===== src/rtl/dma_step_pkg.sv =====
package dma_step_pkg;
   localparam int CTRL_W   = 8;
   localparam int BIT_SIZE = 7;
   localparam int BIT_DOWN = 6;

   typedef enum logic [1:0] {
      MODE_SEQ     = 2'b00,
      MODE_IDLE    = 2'b01,
      MODE_RPT     = 2'b10,
      MODE_SEQ_ALT = 2'b11
   } run_mode_e;

   typedef enum logic {
      TGT_CTRL = 1'b0,
      TGT_ADDR = 1'b1
   } wr_target_e;
endpackage


===== src/rtl/dma_chan_ctrl.sv =====
module dma_chan_ctrl
   import dma_step_pkg::*;
(
   input  logic              clk,
   input  logic              rst_n,
   input  logic              standby,
   input  logic              load,
   input  logic [CTRL_W-1:0] load_data,
   output logic [CTRL_W-1:0] ctrl_q,
   output logic              word_size,
   output logic              count_down
);
   always_ff @(posedge clk or negedge rst_n) begin
      if (!rst_n)
         ctrl_q <= '0;
      else if (standby)
         ctrl_q <= '0;
      else if (load)
         ctrl_q <= load_data;
   end

   assign word_size  = ctrl_q[BIT_SIZE];
   assign count_down = ctrl_q[BIT_DOWN];
endmodule


===== src/rtl/dma_step_calc.sv =====
module dma_step_calc #(
   parameter int ADDR_W     = 24,
   parameter int WORD_BYTES = 2
) (
   input  logic              word_size,
   input  logic              count_down,
   input  logic [ADDR_W-1:0] cur_addr,
   output logic [ADDR_W-1:0] next_addr
);
   localparam logic [ADDR_W-1:0] BYTE_STEP = ADDR_W'(1);
   localparam logic [ADDR_W-1:0] WORD_STEP = ADDR_W'(WORD_BYTES);

   logic [ADDR_W-1:0] step;

   generate
      if (WORD_BYTES == 1) begin : g_fixed
         assign step = BYTE_STEP;
      end else begin : g_sized
         assign step = word_size ? WORD_STEP : BYTE_STEP;
      end
   endgenerate

   always_comb begin
      if (count_down)
         next_addr = cur_addr - step;
      else
         next_addr = cur_addr + step;
   end
endmodule


===== src/rtl/dma_addr_reg.sv =====
module dma_addr_reg #(
   parameter int ADDR_W = 24
) (
   input  logic              clk,
   input  logic              rst_n,
   input  logic              load,
   input  logic [ADDR_W-1:0] load_data,
   input  logic              advance,
   input  logic [ADDR_W-1:0] next_addr,
   output logic [ADDR_W-1:0] addr_q
);
   always_ff @(posedge clk or negedge rst_n) begin
      if (!rst_n)
         addr_q <= '0;
      else if (load)
         addr_q <= load_data;
      else if (advance)
         addr_q <= next_addr;
   end
endmodule


===== src/rtl/dma_addr_step.sv =====
module dma_addr_step
   import dma_step_pkg::*;
#(
   parameter int ADDR_W     = 24,
   parameter int WORD_BYTES = 2
) (
   input  logic              clk,
   input  logic              rst_n,
   input  logic              standby,
   input  logic              wr_en,
   input  logic              wr_sel,
   input  logic [ADDR_W-1:0] wr_data,
   input  logic [1:0]        mode,
   input  logic              xfer_done,
   output logic [CTRL_W-1:0] ctrl_rd,
   output logic [ADDR_W-1:0] addr,
   output logic              word_size
);
   generate
      if (ADDR_W < CTRL_W) begin : g_bad_width
         $error("ADDR_W must be at least the control width");
      end
      if (WORD_BYTES < 1 || WORD_BYTES >= (1 << (ADDR_W - 1))) begin : g_bad_step
         $error("WORD_BYTES out of range for ADDR_W");
      end
   endgenerate

   logic              ctrl_load;
   logic              addr_load;
   logic              advance;
   logic              count_down;
   logic [ADDR_W-1:0] next_addr;
   run_mode_e         run_mode;

   assign run_mode  = run_mode_e'(mode);
   assign ctrl_load = wr_en && (wr_target_e'(wr_sel) == TGT_CTRL);
   assign addr_load = wr_en && (wr_target_e'(wr_sel) == TGT_ADDR);
   assign advance   = xfer_done && (run_mode != MODE_IDLE);

   dma_chan_ctrl u_ctrl (
      .clk        (clk),
      .rst_n      (rst_n),
      .standby    (standby),
      .load       (ctrl_load),
      .load_data  (wr_data[CTRL_W-1:0]),
      .ctrl_q     (ctrl_rd),
      .word_size  (word_size),
      .count_down (count_down)
   );

   dma_step_calc #(.ADDR_W(ADDR_W), .WORD_BYTES(WORD_BYTES)) u_calc (
      .word_size  (word_size),
      .count_down (count_down),
      .cur_addr   (addr),
      .next_addr  (next_addr)
   );

   dma_addr_reg #(.ADDR_W(ADDR_W)) u_addr (
      .clk       (clk),
      .rst_n     (rst_n),
      .load      (addr_load),
      .load_data (wr_data),
      .advance   (advance),
      .next_addr (next_addr),
      .addr_q    (addr)
   );
endmodule


===== config.mk =====
export PLATFORM = sky130hd
export DESIGN_NAME = dma_addr_step
export DESIGN_NICKNAME = d
export VERILOG_FILES = /design/src/rtl/dma_step_pkg.sv /design/src/rtl/dma_chan_ctrl.sv /design/src/rtl/dma_step_calc.sv /design/src/rtl/dma_addr_reg.sv /design/src/rtl/dma_addr_step.sv
export SDC_FILE = /design/constraint.sdc
export NUM_CORES = 1
export LEC_CHECK = 0
export ABC_AREA = 1
export BUFFER_PORTS_ARGS = -buffer_cell sky130_fd_sc_hd__buf_2
export CORE_AREA = 2 2 84 86
export CTS_CLUSTER_SIZE = 8
export DETAILED_ROUTE_END_ITERATION = 7
export DIE_AREA = 0 0 86 88
export MAX_ROUTING_LAYER = met4
export PLACE_DENSITY = 0.72
export SYNTH_ARGS = -nofsm -noshare
export SYNTH_HDL_FRONTEND = slang
export SYNTH_SLANG_ARGS = --single-unit

===== constraint.sdc =====
create_clock -name clk -period 4.4 [get_ports clk]
set_input_delay 0.88 -clock clk [delete_from_list [all_inputs] [get_ports clk]]
set_output_delay 0.88 -clock clk [all_outputs]
set_load 0.005 [all_outputs]

Yosys cells after proc, flatten, opt, wreduce, memory -nomap -nowiden
Cells that the tools add are included.
{"block": "classes", "n_addsub": 2, "eq_ne": 1, "muxes": 6, "n_bitwise": 1, "reduce_logical": 5}
{"op": "$mux 24", "count": 3}
{"op": "$add 24x24->24", "count": 1}
{"op": "$sub 24x24->24", "count": 1}
{"op": "$mux 8", "count": 2}
{"op": "$reduce_bool 2->1", "count": 2}
{"op": "$logic_and 1x1->1", "count": 3}
{"op": "$mux 2", "count": 1}
{"op": "$ne 2x1->1 const B", "count": 1}
{"op": "$not 1->1", "count": 1}
{"block": "word_totals", "reg_bits": 32, "in_bits": 32}

Longest topological paths before layout
{"block": "depth", "depth_word": 5, "depth_mapped": 14, "mapped_depth_nobuf": 14}

By module
From an unflattened synthesis, not the netlist that was laid out.
{"block": "hier_totals", "hier_cells": 537, "area_unflattened_um2": 3243.1}
{"module": "dma_step_calc", "instances": 1, "cells_each": 361, "area_each_um2": 1725.4, "seq_area_each_um2": 0.0}
{"module": "dma_addr_reg", "instances": 1, "cells_each": 132, "area_each_um2": 1133.6, "seq_area_each_um2": 600.6}
{"module": "dma_chan_ctrl", "instances": 1, "cells_each": 37, "area_each_um2": 350.3, "seq_area_each_um2": 200.2}
{"module": "dma_addr_step", "instances": 1, "cells_each": 7, "area_each_um2": 33.8, "seq_area_each_um2": 0.0}

Worst setup path after synthesis
Ideal clock, no wire load.
{"block": "synth_timing", "path_type": "register to register", "start": "register u_ctrl.ctrl_q[6]", "end": "register u_addr.addr_q[12]", "setup_ns": 0.124, "arrival_time_ns": 1.905, "required_ns": 4.276, "setup_slack_ns": 2.371, "stages_incl_launch_ff": 13, "period_less_slack_ns": 2.029, "path_cell_list": "dfrtp_1 -> inv_1 -> nor2_1 -> fa_1 -> nand2_1 -> nand2_1 -> nand2_1 -> o21ai_2 -> nand2_1 -> nand2_1 -> nand2_1 -> nand2_1 -> o21bai_2"}
{"block": "synth_via", "elab_chain_cells": 3}
{"element": "start, declared", "line_no": "dma_chan_ctrl.sv:9", "rtl": "output logic [CTRL_W-1:0] ctrl_q,"}
{"element": "start signal, assigned", "line_no": "dma_chan_ctrl.sv:19", "rtl": "ctrl_q <= load_data;"}
{"element": "$mux 24", "line_no": "dma_step_calc.sv:24", "rtl": "if (count_down)"}
{"element": "$mux 24", "line_no": "dma_addr_reg.sv:17", "rtl": "else if (advance)"}
{"element": "$mux 24", "line_no": "dma_addr_reg.sv:15", "rtl": "else if (load)"}
{"element": "end signal, assigned", "line_no": "dma_addr_reg.sv:16", "rtl": "addr_q <= load_data;"}
{"element": "end signal, assigned", "line_no": "dma_addr_reg.sv:18", "rtl": "addr_q <= next_addr;"}
{"element": "end, declared", "line_no": "dma_addr_reg.sv:10", "rtl": "output logic [ADDR_W-1:0] addr_q"}
No other way between the ends. The select of a mux whose other input is x is not followed.
A chain may end at the register's enable or synchronous reset.

Worst setup path in the final report
Ends and elaborated chain as after synthesis.

==> out/qor.txt <==
Status -> finished clean
R2r startpoint -> u_ctrl.ctrl_q[6]
Clock Sink Count -> 32
HPWL Detailed -> 6740 um
Synthesized flop and latch total -> 32
Netlist cell types -> 34
Final Max Slew Viols -> 0
Worst hold endpoint -> u_ctrl.ctrl_q[1]
R2r endpoint -> u_addr.addr_q[12]
CTS buffer count -> 5
Hold Crit Start -> u_ctrl.ctrl_q[1]
Setup Buffers After CTS -> 0
Diode count -> 0
# setup viols final -> 0
Post-synthesis cell count -> 516
Post-synth ARST share -> 1.00
Synthesized area -> 0.00322 mm^2
DRC -> 0
CP Class -> reg2reg
PwrDens -> 332 mW/mm^2
Fmax -> 389 MHz
Die H -> 88 um
Flop pwr share -> 0.324
Critical path fanouts, max -> 24
Filler instances -> 694
Wl on met1 -> 4170 um
Worst EP required -> 4.59 ns
Final min period -> 2.57 ns
Reg2Reg Depth -> 12
Grt ovf -> 0
Die area -> 0.00757 mm^2
Site row count -> 30
Sequential cell area -> 801 um^2
# IOs -> 65
Share of layout cells above drive strength 1 -> 0.189
Internal power -> 0.723 mW
CP Cell Sequence -> inv_1 -> nor2_1 -> fa_1 -> nand2_1 -> nand2_1 -> nand2_1 -> o21ai_2 -> nand2_1 -> nand2_1 -> nand2_1 -> nand2_1 -> o21bai_2
Switching fraction of total power -> 0.411
WHS Path Cells -> 2
Design Power -> 1.23 mW
First-pass DRT Iterations -> 5
Post-Synthesis Mean Instance Area -> 6.24 um^2
Clock Power Share -> 0.242
Seq/Total Area, Yosys -> 0.249
Setup TNS -> 0 ns
Routability cong. -> 0.978
Synth-to-Final Area Change -> 14.9%
Setup WS pre-CTS -> 1.88 ns
Combinational Power Share -> 0.434
Multi-input gate area -> 0.00196 mm^2
Clock skew -> 0.0100 ns
Post-Syn Nets -> 572
Net Switching -> 0.505 mW
DRT antenna net count -> 0
Global-route wire length before repair -> 14100 um
Largest cells by area after synthesis -> dfrtp_1, nand2_1, inv_1
Leak -> 2.21 nW
Worst setup margin -> 1.83 ns
WL/cell -> 12.9 um
Final net count -> 636
Fin. Hold Viols -> 0
Final WL -> 8540 um
Core region area -> 0.00664 mm^2
GR Util All Layers -> 0.242
Vias/cell -> 5.16
Initial Util -> 0.485
Cell mode on critical path -> nand2_1
Routed wl met2 -> 3860 um
Vias -> 3414
Worst hold path class -> reg2reg
Cell taking the most area after synthesis -> dfrtp_1
Fin crit share -> 0.584
Synth Flop Type -> dfrtp_1
Die width -> 86 um
Initial antenna violation count -> 0
Largest net degree at the start of global routing -> 33
Clock Latency Late Sink -> 0.29 ns
RSZ-0062 raised after global routing -> false
Critical path launch point type -> register
Vias in the first global route -> 3106
Worst VDD drop -> 0.213 mV
Slew HR -> 0.318
Clock transition at path regs -> 0.08 ns
R2R Setup Slk -> 1.83 ns
H-tree Lvls -> 2
CTS tree -> yes
Arrival @ worst endpoint -> 2.76 ns
PortBufs -> 64
Slowest stage delay, CP -> 1.02 ns
Maxcap violations -> 0
Clk buf depth -> 2
Post-cts hold buffer count -> 0
Worst slew pin tran -> 1.02 ns
Synth warn -> 0
Cts repair resizes -> 0
Metal3 WL -> 413 um
Crit. End Element -> register
Root Buffer -> clkbuf_8
DR iter-0 viols -> 199
Critical path's slowest cell -> dfrtp_1
EDFF count, synth -> 0
Synth top area share -> 0.249
Highest routed layer -> met4
synth_stat cells, types with 4 or more instances:
| cell type | number |
|---|---|
| nor2_2 | 6 |
| o221ai_1 | 6 |
| nand2_1 | 185 |
| a21oi_1 | 12 |
| nand3b_1 | 4 |
| o21ai_0 | 5 |
| inv_2 | 6 |
| o22ai_1 | 6 |
| dfrtp_1 | 32 |
| nand2_2 | 12 |
| inv_1 | 104 |
| nand3_1 | 28 |
| nor2_1 | 34 |
| ha_1 | 23 |
| o21ai_1 | 4 |
| a22o_1 | 11 |
| nor2_4 | 4 |
| buf_4 | 4 |
| nand3_2 | 4 |
| nand4_1 | 7 |
kinds of logic (layout without fill, tap and decap cells):
family,Yosys count,count (layout),synth area share
adder cells (fa/ha/maj),24,24,0.0956
AND/OR/NAND/NOR,289,289,0.394
AO/OA/AOI/OAI,51,51,0.110
flip-flops,32,32,0.249
buffers and inverters,117,182,0.144
XOR/XNOR,3,3,0.00816
layer usage:
metal,up-vias,track usage
li1,1732,-
met1,1581,0.328
met2,93,0.379
met3,8,0.0302
met4,0,0.0707
met5,-,-
worst max-delay path by stage:
stage | startpoint | endpoint | slack (ns) | cells past startpoint
after floorplan | u_ctrl.ctrl_q[6] | u_addr.addr_q[12] | 2.37 | 12
after global placement | u_ctrl.ctrl_q[6] | u_addr.addr_q[12] | 1.97 | 12
after detailed placement | u_ctrl.ctrl_q[6] | u_addr.addr_q[12] | 1.88 | 12
after CTS | u_ctrl.ctrl_q[6] | u_addr.addr_q[12] | 1.87 | 12
after global routing | u_ctrl.ctrl_q[6] | u_addr.addr_q[12] | 1.57 | 12
final | u_ctrl.ctrl_q[6] | u_addr.addr_q[12] | 1.83 | 12
metrics by stage:
stage	hold WS (ns)	utilization	area, um^2	cells
2_1_floorplan	0.509	-	3220	516
3_3_place_gp	0.508	0.540	3590	653
3_5_place_dp	0.517	0.540	3590	653
4_1_cts	0.538	0.557	3700	661
5_1_grt	0.553	0.557	3700	661
6_report	0.534	0.557	3700	661
power groups by stage:
stage	clock, mW	combinational (mW)	sequential [mW]
after floorplan	0	0.368	0.399
after global placement	0	0.523	0.402
after detailed placement	0	0.530	0.403
after CTS	0.303	0.532	0.398
after global routing	0.316	0.604	0.405
final	0.298	0.533	0.398
state kept, by name, summed over array words and instances, names as in the netlist:
register       cells
u_addr.addr_q     24
u_ctrl.ctrl_q      8
placed cells by master, fill, tap and decap left out, types with 2 or more instances in the layout:
cell      netlist  layout
nand2_1       185     185
nor2_1         34      34
ha_1           23      23
nor2_4          4       4
buf_2           2      64
nand4_1         7       7
o22ai_1         6       6
inv_2           6       6
nor3_1          2       2
a21oi_1        12      12
nand2_2        12      12
xor2_1          2       2
inv_1         104     104
o21ai_1         4       4
o21ai_2         2       2
nand3_1        28      28
dfrtp_1        32      32
a22o_1         11      11
nor2_2          6       6
o21bai_2        2       2
o221ai_1        6       6
nand3_2         4       4
clkbuf_8        0       5
o21ai_0         5       5
nand3b_1        4       4
critical path: cells and delay by family (launching register included):
kind,cells,cell delay (ns)
AO/OA/AOI/OAI,2,0.25
adder cells (fa/ha/maj),1,0.26
flip-flops,1,1.02
buffers and inverters,1,0.15
AND/OR/NAND/NOR,8,0.79
area by class of cell:
cell class | count | share of cell area
multi-input cells | 367 | 0.528
flip-flops and latches | 32 | 0.216
inverters | 110 | 0.112
repair buffers | 64 | 0.0865
well taps | 80 | 0.0270
clock buffers | 5 | 0.0186
clock inverters | 3 | 0.0115
No activity file was read; power rests on OpenSTA's default activity.
